<file path="config.mk">
export PLATFORM = sky130hd
export DESIGN_NAME = mii_tx_monitor
export DESIGN_NICKNAME = d
export VERILOG_FILES = /design/src/rtl/mii_tx_mon_pkg.sv /design/src/rtl/mii_tx_err_reg.sv /design/src/rtl/mii_tx_frame_trk.sv /design/src/rtl/mii_tx_monitor.sv
export SDC_FILE = /design/constraint.sdc
export NUM_CORES = 1
export LEC_CHECK = 0
export ABC_AREA = 1
export BUFFER_PORTS_ARGS = -buffer_cell sky130_fd_sc_hd__buf_2
export CAP_MARGIN = 20
export CORE_MARGIN = 2
export CORE_UTILIZATION = 60
export CTS_CLUSTER_DIAMETER = 100
export DETAILED_ROUTE_END_ITERATION = 8
export PLACE_DENSITY = 0.83
export SYNTH_ARGS = -nofsm -noshare
export SYNTH_HDL_FRONTEND = slang
export SYNTH_HIERARCHICAL = 1
export SYNTH_SLANG_ARGS = --single-unit
</file>
<file path="constraint.sdc">
create_clock -name clk_i -period 2.13 [get_ports clk_i]
set_input_delay 0.213 -clock clk_i [delete_from_list [all_inputs] [get_ports clk_i]]
set_output_delay 0.213 -clock clk_i [all_outputs]
set_load 0.02 [all_outputs]
</file>
<file path="src/rtl/mii_tx_mon_pkg.sv">
package mii_tx_mon_pkg;
  localparam int ERR_W = 2;
  localparam int COV_W = 2;
  localparam int ERR_COL_NO_CRS = 0;
  localparam int ERR_ODD_LEN    = 1;
  localparam int COV_LAST_NIB   = 0;
  localparam int COV_COL_FRAME  = 1;
endpackage

</file>
<file path="src/rtl/mii_tx_err_reg.sv">
module mii_tx_err_reg #(
  parameter int ERR_W        = 2,
  parameter bit BLOCK_ON_ERR = 1'b1
) (
  input  logic             clk_i,
  input  logic             rst_ni,
  input  logic             clr_i,
  input  logic [ERR_W-1:0] set_i,
  output logic [ERR_W-1:0] err_o,
  output logic             block_o
);
  logic [ERR_W-1:0] err_q;

  always_ff @(posedge clk_i or negedge rst_ni) begin
    if (!rst_ni)       err_q <= '0;
    else if (clr_i)    err_q <= '0;
    else if (!block_o) err_q <= err_q | set_i;
  end

  generate
    if (BLOCK_ON_ERR) begin : g_block
      assign block_o = |err_q;
    end else begin : g_noblock
      assign block_o = 1'b0;
    end
  endgenerate

  assign err_o = err_q;
endmodule

</file>
<file path="src/rtl/mii_tx_frame_trk.sv">
module mii_tx_frame_trk #(
  parameter int CNT_W = 12,
  parameter int COV_W = 2,
  localparam int LEN_W = CNT_W - 1
) (
  input  logic             clk_i,
  input  logic             rst_ni,
  input  logic             hold_i,
  input  logic             tx_en_i,
  input  logic             col_i,
  output logic             odd_end_o,
  output logic             done_o,
  output logic [LEN_W-1:0] len_o,
  output logic [COV_W-1:0] cov_o
);
  logic             prev_en_q, in_frame_q, col_seen_q, col_last_q;
  logic [CNT_W-1:0] nib_q;
  logic             rise, end_evt, clean_end;

  assign rise      = tx_en_i & ~prev_en_q;
  assign end_evt   = in_frame_q & ~tx_en_i;
  assign clean_end = end_evt & ~col_seen_q;
  assign odd_end_o = clean_end & nib_q[0] & ~hold_i;

  always_ff @(posedge clk_i or negedge rst_ni) begin
    if (!rst_ni) begin
      prev_en_q  <= 1'b1;  // frame in flight at reset is skipped
      in_frame_q <= 1'b0;
      col_seen_q <= 1'b0;
      col_last_q <= 1'b0;
      nib_q      <= '0;
      done_o     <= 1'b0;
      len_o      <= '0;
      cov_o      <= '0;
    end else begin
      prev_en_q <= tx_en_i;
      done_o    <= 1'b0;
      cov_o     <= '0;
      if (hold_i) begin
        in_frame_q <= 1'b0;
        col_seen_q <= 1'b0;
        col_last_q <= 1'b0;
      end else if (rise) begin
        in_frame_q <= 1'b1;
        nib_q      <= CNT_W'(1);
        col_seen_q <= col_i;
        col_last_q <= col_i;
        cov_o[1]   <= col_i;
      end else if (in_frame_q && tx_en_i) begin
        if (nib_q != '1) nib_q <= nib_q + 1'b1;
        col_seen_q <= col_seen_q | col_i;
        col_last_q <= col_i;
        cov_o[1]   <= col_i;
      end else if (end_evt) begin
        in_frame_q <= 1'b0;
        cov_o[0]   <= col_last_q;
        if (clean_end) begin
          done_o <= 1'b1;
          len_o  <= nib_q[CNT_W-1:1];
        end
      end
    end
  end
endmodule

</file>
<file path="src/rtl/mii_tx_monitor.sv">
module mii_tx_monitor
  import mii_tx_mon_pkg::*;
#(
  parameter bit BLOCK_ON_ERR = 1'b1,
  parameter int CNT_W        = 12,
  localparam int LEN_W       = CNT_W - 1
) (
  input  logic             clk_i,
  input  logic             rst_ni,
  input  logic             tx_en_i,
  input  logic             col_i,
  input  logic             crs_i,
  input  logic             clr_i,
  output logic [ERR_W-1:0] err_o,
  output logic             frame_done_o,
  output logic [LEN_W-1:0] frame_len_o,
  output logic [COV_W-1:0] cov_o
);
  logic             block, odd_end;
  logic [ERR_W-1:0] err_set;

  always_comb begin
    err_set                 = '0;
    err_set[ERR_COL_NO_CRS] = col_i & ~crs_i;
    err_set[ERR_ODD_LEN]    = odd_end;
  end

  mii_tx_err_reg #(.ERR_W(ERR_W), .BLOCK_ON_ERR(BLOCK_ON_ERR)) u_err (
    .clk_i, .rst_ni, .clr_i,
    .set_i  (err_set),
    .err_o  (err_o),
    .block_o(block)
  );

  mii_tx_frame_trk #(.CNT_W(CNT_W), .COV_W(COV_W)) u_trk (
    .clk_i, .rst_ni,
    .hold_i   (clr_i | block),
    .tx_en_i,
    .col_i,
    .odd_end_o(odd_end),
    .done_o   (frame_done_o),
    .len_o    (frame_len_o),
    .cov_o    (cov_o)
  );
endmodule

</file>
==> results.sh, run 1 <==
export IMPL_grt_first_pass_wirelength_mm=4.90
export IMPL_mappedNetlistNets=201
export IMPL_worst_clock_skew_ns=0.00530
export IMPL_power_ir_vdd_worst_v=0.000767
export IMPL_final_period_minus_worst_setup_slack_ns=1.54
export IMPL_clock_fmax_ghz=0.649
export IMPL_grt_max_degree=33
export IMPL_totalPowerFinal_w=0.00138
export IMPL_count_of_final_max_slew_check_failures=0
export IMPL_hold_path_cell_count=1
export IMPL_final_nets=226
export IMPL_worst_endpoint_arrival_ns=1.81
export IMPL_chipHeight_microns=55.0
export IMPL_max_slew_worst_pin_slew_ns=0.700
export IMPL_core_area_sq_um=2480
export IMPL_share_clk_of_total_power_pct=32.8
export IMPL_clk_latency_ns=0.33
export IMPL_outcome="finished, final reports clean"
export IMPL_cts_resizes=0
export IMPL_netSwitchingPower_w=0.000403
export IMPL_postSynthRegisterBits=32
export IMPL_period_share_pct=72.4
export IMPL_finalSetupViolCount=0
export IMPL_io_pins=22
export IMPL_clock_tree_root_cell="sky130_fd_sc_hd__clkbuf_4"
export IMPL_grt_remaining_overflow=0
export IMPL_wire_per_inst_microns=12.7
export IMPL_place_gp_congestion=0.919
export IMPL_drc_errors=0
export IMPL_floorplan_rows=18
export IMPL_depth_of_the_worst_register_to_register_path=9
export IMPL_worst_hold_path_type="in2reg"
export IMPL_port_buffers=21
export IMPL_finalHoldViolations=0
export IMPL_drtPass1Iterations=4
export IMPL_cts_htree_levels=2
export IMPL_dp_hpwl_mm=2.18
export IMPL_post_synth_instance_area_sq_um=1560
export IMPL_grt_antenna_before_repair=0
export IMPL_p_sw_share_pct=29.1
export IMPL_total_neg_setup_slack_ns=0
export IMPL_maxCapViolations=0
export IMPL_cts_buffers=5
export IMPL_holdBufCountCts=1
export IMPL_synthDistinctLibCells=24
export IMPL_power_leakage_nw=0.880
export IMPL_slew_limit_headroom_pct=53.3
export IMPL_die_x_microns=55.0
export IMPL_intPower_w=0.000981
export IMPL_die_area_sq_um=3030
export IMPL_critPathSlowestCell="sky130_fd_sc_hd__dfrtp_1"
export IMPL_type_of_the_worst_setup_path="reg2reg"
export IMPL_initial_detailed_routing_violation_count=62
export IMPL_synthCells=194
export IMPL_cp_required_ns=2.40
export IMPL_cp_depth=9
export IMPL_final_layout_size_suffix_gt1_share_pct=21.4
export IMPL_path_delay_family="simple AND/OR/NAND/NOR gates"
export IMPL_layout_area_overhead_vs_synth_pct=12.8
export IMPL_post_cts_repair_setup_buffers=0
export IMPL_antenna_diode_count=0
export IMPL_r2r_slack_ns=0.59
export IMPL_drt_total_wl_mm=3.18
export IMPL_drtAntennaViolNets=0
export IMPL_yosysWarnings=6
export IMPL_worstSetupEndpointType="flip-flop"
export IMPL_detailroute_via_count=1328
export IMPL_timing_critical_path_cells="inv_2, nand2_1, inv_1, nand2_1, nor3_4, inv_2, nor2_1, nand2_1, a21oi_1"
export IMPL_vias_per_cell=5.31
export IMPL_setup_worst_path_start_class="flip-flop"
export IMPL_synth_sequential_area_ratio_pct=51.4
export IMPL_worst_setup_hold_path_clk_slew_ns=0.10
export IMPL_clockBufferDepth=2
export IMPL_power_share_sequential_pct=51.9
export IMPL_crit_path_max_fanout=21
export IMPL_timing_critical_path_buf_inv=3
export IMPL_cts_tree="yes"
export IMPL_starting_density_of_the_core_pct=63.0
export IMPL_share_comb_of_total_power_pct=15.3
export IMPL_power_density_nw_per_um2=785
export IMPL_max_stage_delay_ns=0.40
export IMPL_postSynthAreaPerCell_sq_um=8.05
export IMPL_gr_usage_all_layers_pct=23.8
export IMPL_rsz0062_at_grt="false"
export IMPL_timing_critical_path_mode_cell="sky130_fd_sc_hd__nand2_1"
export IMPL_grt_pass1_vias=1122
export IMPL_clkSinkCount=32
==> final cells by class <==
type / count / area (sq um)
Tap cell: 30 / 37.5
Clock inverter: 2 / 35.0
Fill cell: 198 / 716
Timing Repair Buffer: 22 / 115
Multi-Input combinational cell: 135 / 644
Sequential cell: 32 / 802
Clock buffer: 6 / 41.3
Inverter: 23 / 86.3
==> cells in the mapped netlist (all sizes together) <==
| cell type | count | area [sq um] |
|---|---|---|
| buf | 4 | 28.8 |
| a21oi | 2 | 10.0 |
| nand3 | 13 | 75.1 |
| nand4 | 2 | 12.5 |
| xnor2 | 1 | 8.76 |
| nor2 | 18 | 90.1 |
| o21ai | 20 | 104 |
| dfstp | 1 | 26.3 |
| o211ai | 1 | 7.51 |
| nor3 | 1 | 16.3 |
| dfrtp | 31 | 776 |
| ha | 1 | 12.5 |
| xor2 | 2 | 17.5 |
| nand2 | 74 | 290 |
| inv | 23 | 86.3 |
==> cell usage in the layout (no fill, tap or decap) <==
| cell type | count |
|---|---|
| sky130_fd_sc_hd__o21ai_0 | 10 |
| sky130_fd_sc_hd__nor2_2 | 3 |
| sky130_fd_sc_hd__dlygate4sd3_1 | 1 |
| sky130_fd_sc_hd__nand3_1 | 11 |
| sky130_fd_sc_hd__nor2_4 | 2 |
| sky130_fd_sc_hd__clkbuf_1 | 1 |
| sky130_fd_sc_hd__inv_2 | 4 |
| sky130_fd_sc_hd__o21ai_2 | 1 |
| sky130_fd_sc_hd__nand2_2 | 5 |
| sky130_fd_sc_hd__bufinv_16 | 1 |
| sky130_fd_sc_hd__buf_2 | 21 |
| sky130_fd_sc_hd__clkinv_2 | 1 |
| sky130_fd_sc_hd__o21ai_1 | 9 |
| sky130_fd_sc_hd__nand3_2 | 2 |
| sky130_fd_sc_hd__nand2_1 | 69 |
| sky130_fd_sc_hd__nor2_1 | 13 |
| sky130_fd_sc_hd__dfrtp_1 | 31 |
| sky130_fd_sc_hd__clkbuf_4 | 5 |
| sky130_fd_sc_hd__dfstp_2 | 1 |
| sky130_fd_sc_hd__nand4_1 | 2 |
| sky130_fd_sc_hd__inv_1 | 19 |
| sky130_fd_sc_hd__xor2_1 | 2 |
| sky130_fd_sc_hd__nor3_4 | 1 |
| sky130_fd_sc_hd__o211ai_1 | 1 |
| sky130_fd_sc_hd__ha_1 | 1 |
| sky130_fd_sc_hd__a21oi_1 | 2 |
| sky130_fd_sc_hd__xnor2_1 | 1 |
==> final timing paths <==
check	start	endpoint
max in group asynchronous	rst_ni	u_trk/nib_q[4]
worst min-delay path	tx_en_i	u_trk/prev_en_q
worst max-delay path	u_err/err_o[0]	u_err/err_o[1]
worst max register to register	u_err/err_o[0]	u_err/err_o[1]
worst min register to register	u_trk/len_o[0]	u_trk/len_o[0]
min in group asynchronous	rst_ni	u_trk/col_last_q
==> metrics by stage <==
step | cell area [sq um] | hold WS [ns] | setup slack (ns) | std cells | utilization [%]
2_1_floorplan | 1560 | -0.0826 | 0.653 | 194 | -
3_3_place_gp | 1680 | 0.286 | 0.628 | 241 | 67.6
3_5_place_dp | 1680 | 0.293 | 0.597 | 241 | 67.6
4_1_cts | 1760 | 0.00705 | 0.572 | 250 | 71.1
5_1_grt | 1760 | 0.0108 | 0.410 | 250 | 71.1
6_report | 1760 | 0.0104 | 0.589 | 250 | 71.1
==> flip-flops by register name, indices dropped and copies added (netlist names) <==
signal and count:
u_trk/col_seen_q 1, u_trk/in_frame_q 1, u_trk/done_o 1, u_trk/prev_en_q 1
u_trk/nib_q 12, u_trk/cov_o 2, u_trk/col_last_q 1, u_err/err_o 2
u_trk/len_o 11
==> worst register-to-register path, cell delays in order (launching register included) <==
cell	delay, ns
sky130_fd_sc_hd__dfrtp_1	0.40
sky130_fd_sc_hd__inv_2	0.07
sky130_fd_sc_hd__nand2_1	0.05
sky130_fd_sc_hd__inv_1	0.05
sky130_fd_sc_hd__nand2_1	0.14
sky130_fd_sc_hd__nor3_4	0.27
sky130_fd_sc_hd__inv_2	0.19
sky130_fd_sc_hd__nor2_1	0.13
sky130_fd_sc_hd__nand2_1	0.06
sky130_fd_sc_hd__a21oi_1	0.12
==> power groups by stage <==
stage	clock [W]	sequential, W	combinational [W]
2_1_floorplan	0	0.000733	0.000136
5_1_grt	0.000478	0.000730	0.000238
4_1_cts	0.000458	0.000718	0.000213
3_3_place_gp	0	0.000724	0.000194
3_5_place_dp	0	0.000726	0.000205
6_report	0.000454	0.000718	0.000211
==> logic make-up (layout without fill, tap and decap cells) <==
family | count (synthesis) | in the layout | synth area share, %
AO/OA/AOI/OAI | 23 | 23 | 7.77
XOR/XNOR | 3 | 3 | 1.68
adder cells (fa/ha/maj) | 1 | 1 | 0.801
buffers and inverters | 27 | 53 | 7.37
flip-flops | 32 | 32 | 51.4
AND/OR/NAND/NOR | 108 | 108 | 31.0
==> per-layer routing <==
metal	wire length (microns)	GRT usage [%]
met4	46	9.76
met1	1390	30.1
met2	1540	39.1
met3	199	5.65
met5	0	0
No activity file was read; power rests on OpenSTA's default activity.
==> run 2, diff against run 1 <==
--- a/config.mk
+++ b/config.mk
@@ -5,14 +5,14 @@
 export SDC_FILE = /design/constraint.sdc
 export NUM_CORES = 1
 export LEC_CHECK = 0
-export ABC_AREA = 1
+export ABC_AREA = 0
 export BUFFER_PORTS_ARGS = -buffer_cell sky130_fd_sc_hd__buf_2
 export CAP_MARGIN = 20
 export CORE_MARGIN = 2
-export CORE_UTILIZATION = 60
+export CORE_UTILIZATION = 55
 export CTS_CLUSTER_DIAMETER = 100
 export DETAILED_ROUTE_END_ITERATION = 8
-export PLACE_DENSITY = 0.83
+export PLACE_DENSITY = 0.77
 export SYNTH_ARGS = -nofsm -noshare
 export SYNTH_HDL_FRONTEND = slang
 export SYNTH_HIERARCHICAL = 1
==> constraint.sdc (replaced) <==
create_clock -name clk_i -period 1.6 [get_ports clk_i]
set_input_delay 0.16 -clock clk_i [delete_from_list [all_inputs] [get_ports clk_i]]
set_output_delay 0.16 -clock clk_i [all_outputs]
set_load 0.02 [all_outputs]
==> results.sh, run 2 <==
export IMPL_synthDistinctLibCells=41
export IMPL_power_ir_vdd_worst_v=0.00104
export IMPL_synth_top_area_cell="sky130_fd_sc_hd__dfrtp_1"
export IMPL_post_synth_instance_area_sq_um=1480
export IMPL_postSynthRegisterBits=32
export IMPL_setup_worst_path_start_class="flip-flop"
export IMPL_share_clk_of_total_power_pct=25.6
export IMPL_total_neg_setup_slack_ns=-1.80
export IMPL_type_of_the_worst_setup_path="reg2reg"
export IMPL_netlist_top_cells_count="sky130_fd_sc_hd__dfrtp_1, sky130_fd_sc_hd__nand2_1, sky130_fd_sc_hd__mux2_2"
export IMPL_layout_area_overhead_vs_synth_pct=44.1
export IMPL_slew_limit_headroom_pct=52.9
export IMPL_worst_clock_skew_ns=0.0101
export IMPL_netSwitchingPower_w=0.000553
export IMPL_num_fill_cells=126
export IMPL_worst_hold_path_type="in2reg"
export IMPL_chipHeight_microns=55.9
export IMPL_drc_errors=0
export IMPL_die_x_microns=55.9
export IMPL_starting_density_of_the_core_pct=58.8
export IMPL_port_buffers=21
export IMPL_final_nets=199
export IMPL_cts_tree="yes"
export IMPL_rsz0062_at_grt="true"
export IMPL_postSynthAreaPerCell_sq_um=11.5
export IMPL_postPlaceCellArea_sq_um=1880
export IMPL_finalHoldViolations=0
export IMPL_intPower_w=0.00134
export IMPL_max_slew_worst_pin_slew_ns=0.706
export IMPL_clk_latency_ns=0.34
export IMPL_clockBufferDepth=2
export IMPL_synthCells=129
export IMPL_vias_per_cell=5.92
export IMPL_outcome="complete, but fails checks"
export IMPL_drt_total_wl_mm=3.93
export IMPL_cts_buffers=5
export IMPL_yosysWarnings=6
export IMPL_gr_usage_all_layers_pct=27.5
export IMPL_worstSetupEndpointType="flip-flop"
export IMPL_clock_fmax_ghz=0.574
export IMPL_drtPass1Iterations=4
export IMPL_totalPowerFinal_w=0.00189
export IMPL_mappedNetlistNets=136
export IMPL_grt_remaining_overflow=0
export IMPL_final_period_minus_worst_setup_slack_ns=1.74
export IMPL_final_cells=223
export IMPL_number_of_enable_flip_flop_cells_after_synthesis=0
export IMPL_final_layout_size_suffix_gt1_share_pct=51.3
export IMPL_failed_checks="setup timing"
export IMPL_yosys_area_top_type_share_pct=52.3
export IMPL_synth_sequential_area_ratio_pct=54.0
export IMPL_post_route_worst_setup_slack_ns=-0.142
export IMPL_p_sw_share_pct=29.3
export IMPL_r2r_slack_ns=-0.14
export IMPL_cp_required_ns=1.82
export IMPL_clock_tree_root_cell="sky130_fd_sc_hd__clkbuf_4"
export IMPL_grt_antenna_before_repair=0
export IMPL_crit_path_max_fanout=5
export IMPL_yosys_most_used_dff="sky130_fd_sc_hd__dfrtp_1"
export IMPL_design_area_sq_um=2140
export IMPL_initial_detailed_routing_violation_count=71
export IMPL_drtAntennaViolNets=0
export IMPL_share_comb_of_total_power_pct=25.2
export IMPL_place_gp_congestion=0.846
export IMPL_grt_first_pass_wirelength_mm=6.49
export IMPL_power_share_sequential_pct=49.2
export IMPL_die_area_sq_um=3130
export IMPL_period_share_pct=109
export IMPL_antenna_diode_count=0
export IMPL_leading_cell_types_in_the_layout_fill_and_taps_excluded="sky130_fd_sc_hd__dfrtp_1, sky130_fd_sc_hd__buf_4, sky130_fd_sc_hd__buf_2"
export IMPL_finalSetupViolCount=24
export IMPL_power_density_nw_per_um2=884
export IMPL_regMostFlops="u_trk/nib_q"
export IMPL_core_area_sq_um=2520
export IMPL_mostFrequentLayoutCell="sky130_fd_sc_hd__dfrtp_1"
export IMPL_grt_pass1_vias=1365
export IMPL_count_of_final_max_slew_check_failures=0
export IMPL_dp_hpwl_mm=2.40
export IMPL_maxCapViolations=0
export IMPL_clkSinkCount=32
export IMPL_synthMostInstantiatedCell="sky130_fd_sc_hd__dfrtp_1"
export IMPL_dpl_cell_count=203
export IMPL_cts_htree_levels=2
export IMPL_yosys_top_cells_area="sky130_fd_sc_hd__dfrtp_1, sky130_fd_sc_hd__mux2_2, sky130_fd_sc_hd__nand2_1, sky130_fd_sc_hd__o22a_1, sky130_fd_sc_hd__mux2_1"
export IMPL_wire_per_inst_microns=17.6
export IMPL_synth_async_reset_ratio_pct=100
export IMPL_worst_endpoint_arrival_ns=1.97
export IMPL_grt_max_degree=33
export IMPL_max_reg_flops=12
export IMPL_io_pins=22
export IMPL_floorplan_rows=18
export IMPL_biggestRegsByFlops="u_trk/nib_q: 12 flops, u_trk/len_o: 11 flops"
export IMPL_power_leakage_nw=1.03
export IMPL_worst_setup_hold_path_clk_slew_ns=0.10
export IMPL_detailroute_via_count=1320
==> run 2: layout make-up <==
type / count / area, sq um / area share [%]
flip-flops and latches: 32 / 805 / 37.6
repair buffers: 59 / 454 / 21.2
clock buffers: 6 / 51.3 / 2.40
multi-input cells: 87 / 754 / 35.3
inverters: 7 / 26.3 / 1.23
well taps: 30 / 37.5 / 1.76
clock inverters: 2 / 10.0 / 0.468
==> run 2: kinds of logic after synthesis <==
logic type / Yosys count / synth area share, %
multiplexers: 14 / 10.4
buffers and inverters: 10 / 3.12
AND/OR/NAND/NOR: 49 / 19.0
flip-flops: 32 / 54.0
adder cells (fa/ha/maj): 1 / 0.843
AO/OA/AOI/OAI: 23 / 12.6
==> run 2: worst paths after layout <==
check	from	cells after the start	to
max	u_err/err_o[0]	8	u_trk/nib_q[3]
min	crs_i	4	u_err/err_o[0]
max reg2reg	u_err/err_o[0]	8	u_trk/nib_q[3]
min reg2reg	u_trk/len_o[9]	1	u_trk/len_o[9]
max in group asynchronous	rst_ni	2	u_err/err_o[0]
min in group asynchronous	rst_ni	2	u_trk/done_o
==> run 2: per-layer routing <==
| metal | part of all wire [%] | vias to the layer above | track usage, % |
|---|---|---|---|
| met5 | 0 | - | 0 |
| met4 | 2.7 | 0 | 9.18 |
| met3 | 5.5 | 17 | 6.28 |
| met2 | 52 | 54 | 47.4 |
| met1 | 40 | 657 | 34.0 |
| li1 | - | 592 | - |
==> run 2: stage by stage <==
| step | setup WS [ns] | hold WS (ns) | util (%) |
|---|---|---|---|
| final | -0.142 | 0.0803 | 84.8 |
| after CTS | -0.111 | 0.0698 | 82.5 |
| after global routing | -0.240 | 0.0844 | 84.8 |
| after global placement | -0.0605 | 0.230 | 74.4 |
| after floorplan | -0.134 | -0.136 | - |
| after detailed placement | -0.111 | 0.244 | 74.4 |
==> run 2: power by group through the flow <==
stage               clock network [W]  registers (W)  logic (W)
floorplan                           0       0.000978   0.000159
global placement                    0       0.000936   0.000351
CTS                          0.000498       0.000926   0.000451
global route                 0.000527       0.000938   0.000517
finish                       0.000485       0.000930   0.000475
detailed placement                  0       0.000942   0.000364
==> run 2: critical path: stages, from the launching register on <==
cell and delay (ns):
sky130_fd_sc_hd__dfrtp_2 0.43, sky130_fd_sc_hd__inv_2 0.07, sky130_fd_sc_hd__nand2_2 0.05, sky130_fd_sc_hd__or2_4 0.26, sky130_fd_sc_hd__a211oi_4 0.24, sky130_fd_sc_hd__o41ai_4 0.15, sky130_fd_sc_hd__buf_6 0.16, sky130_fd_sc_hd__buf_6 0.11
sky130_fd_sc_hd__o22a_1 0.15
==> run 2: timing repair <==
action	in CTS	in global routing
pin swaps	6	3
setup endpoints to repair	24	25
cloned	1	1
buffers inserted	6	2
hold endpoints to repair	34	0
gates resized for setup	14	6
hold buffers	3	0
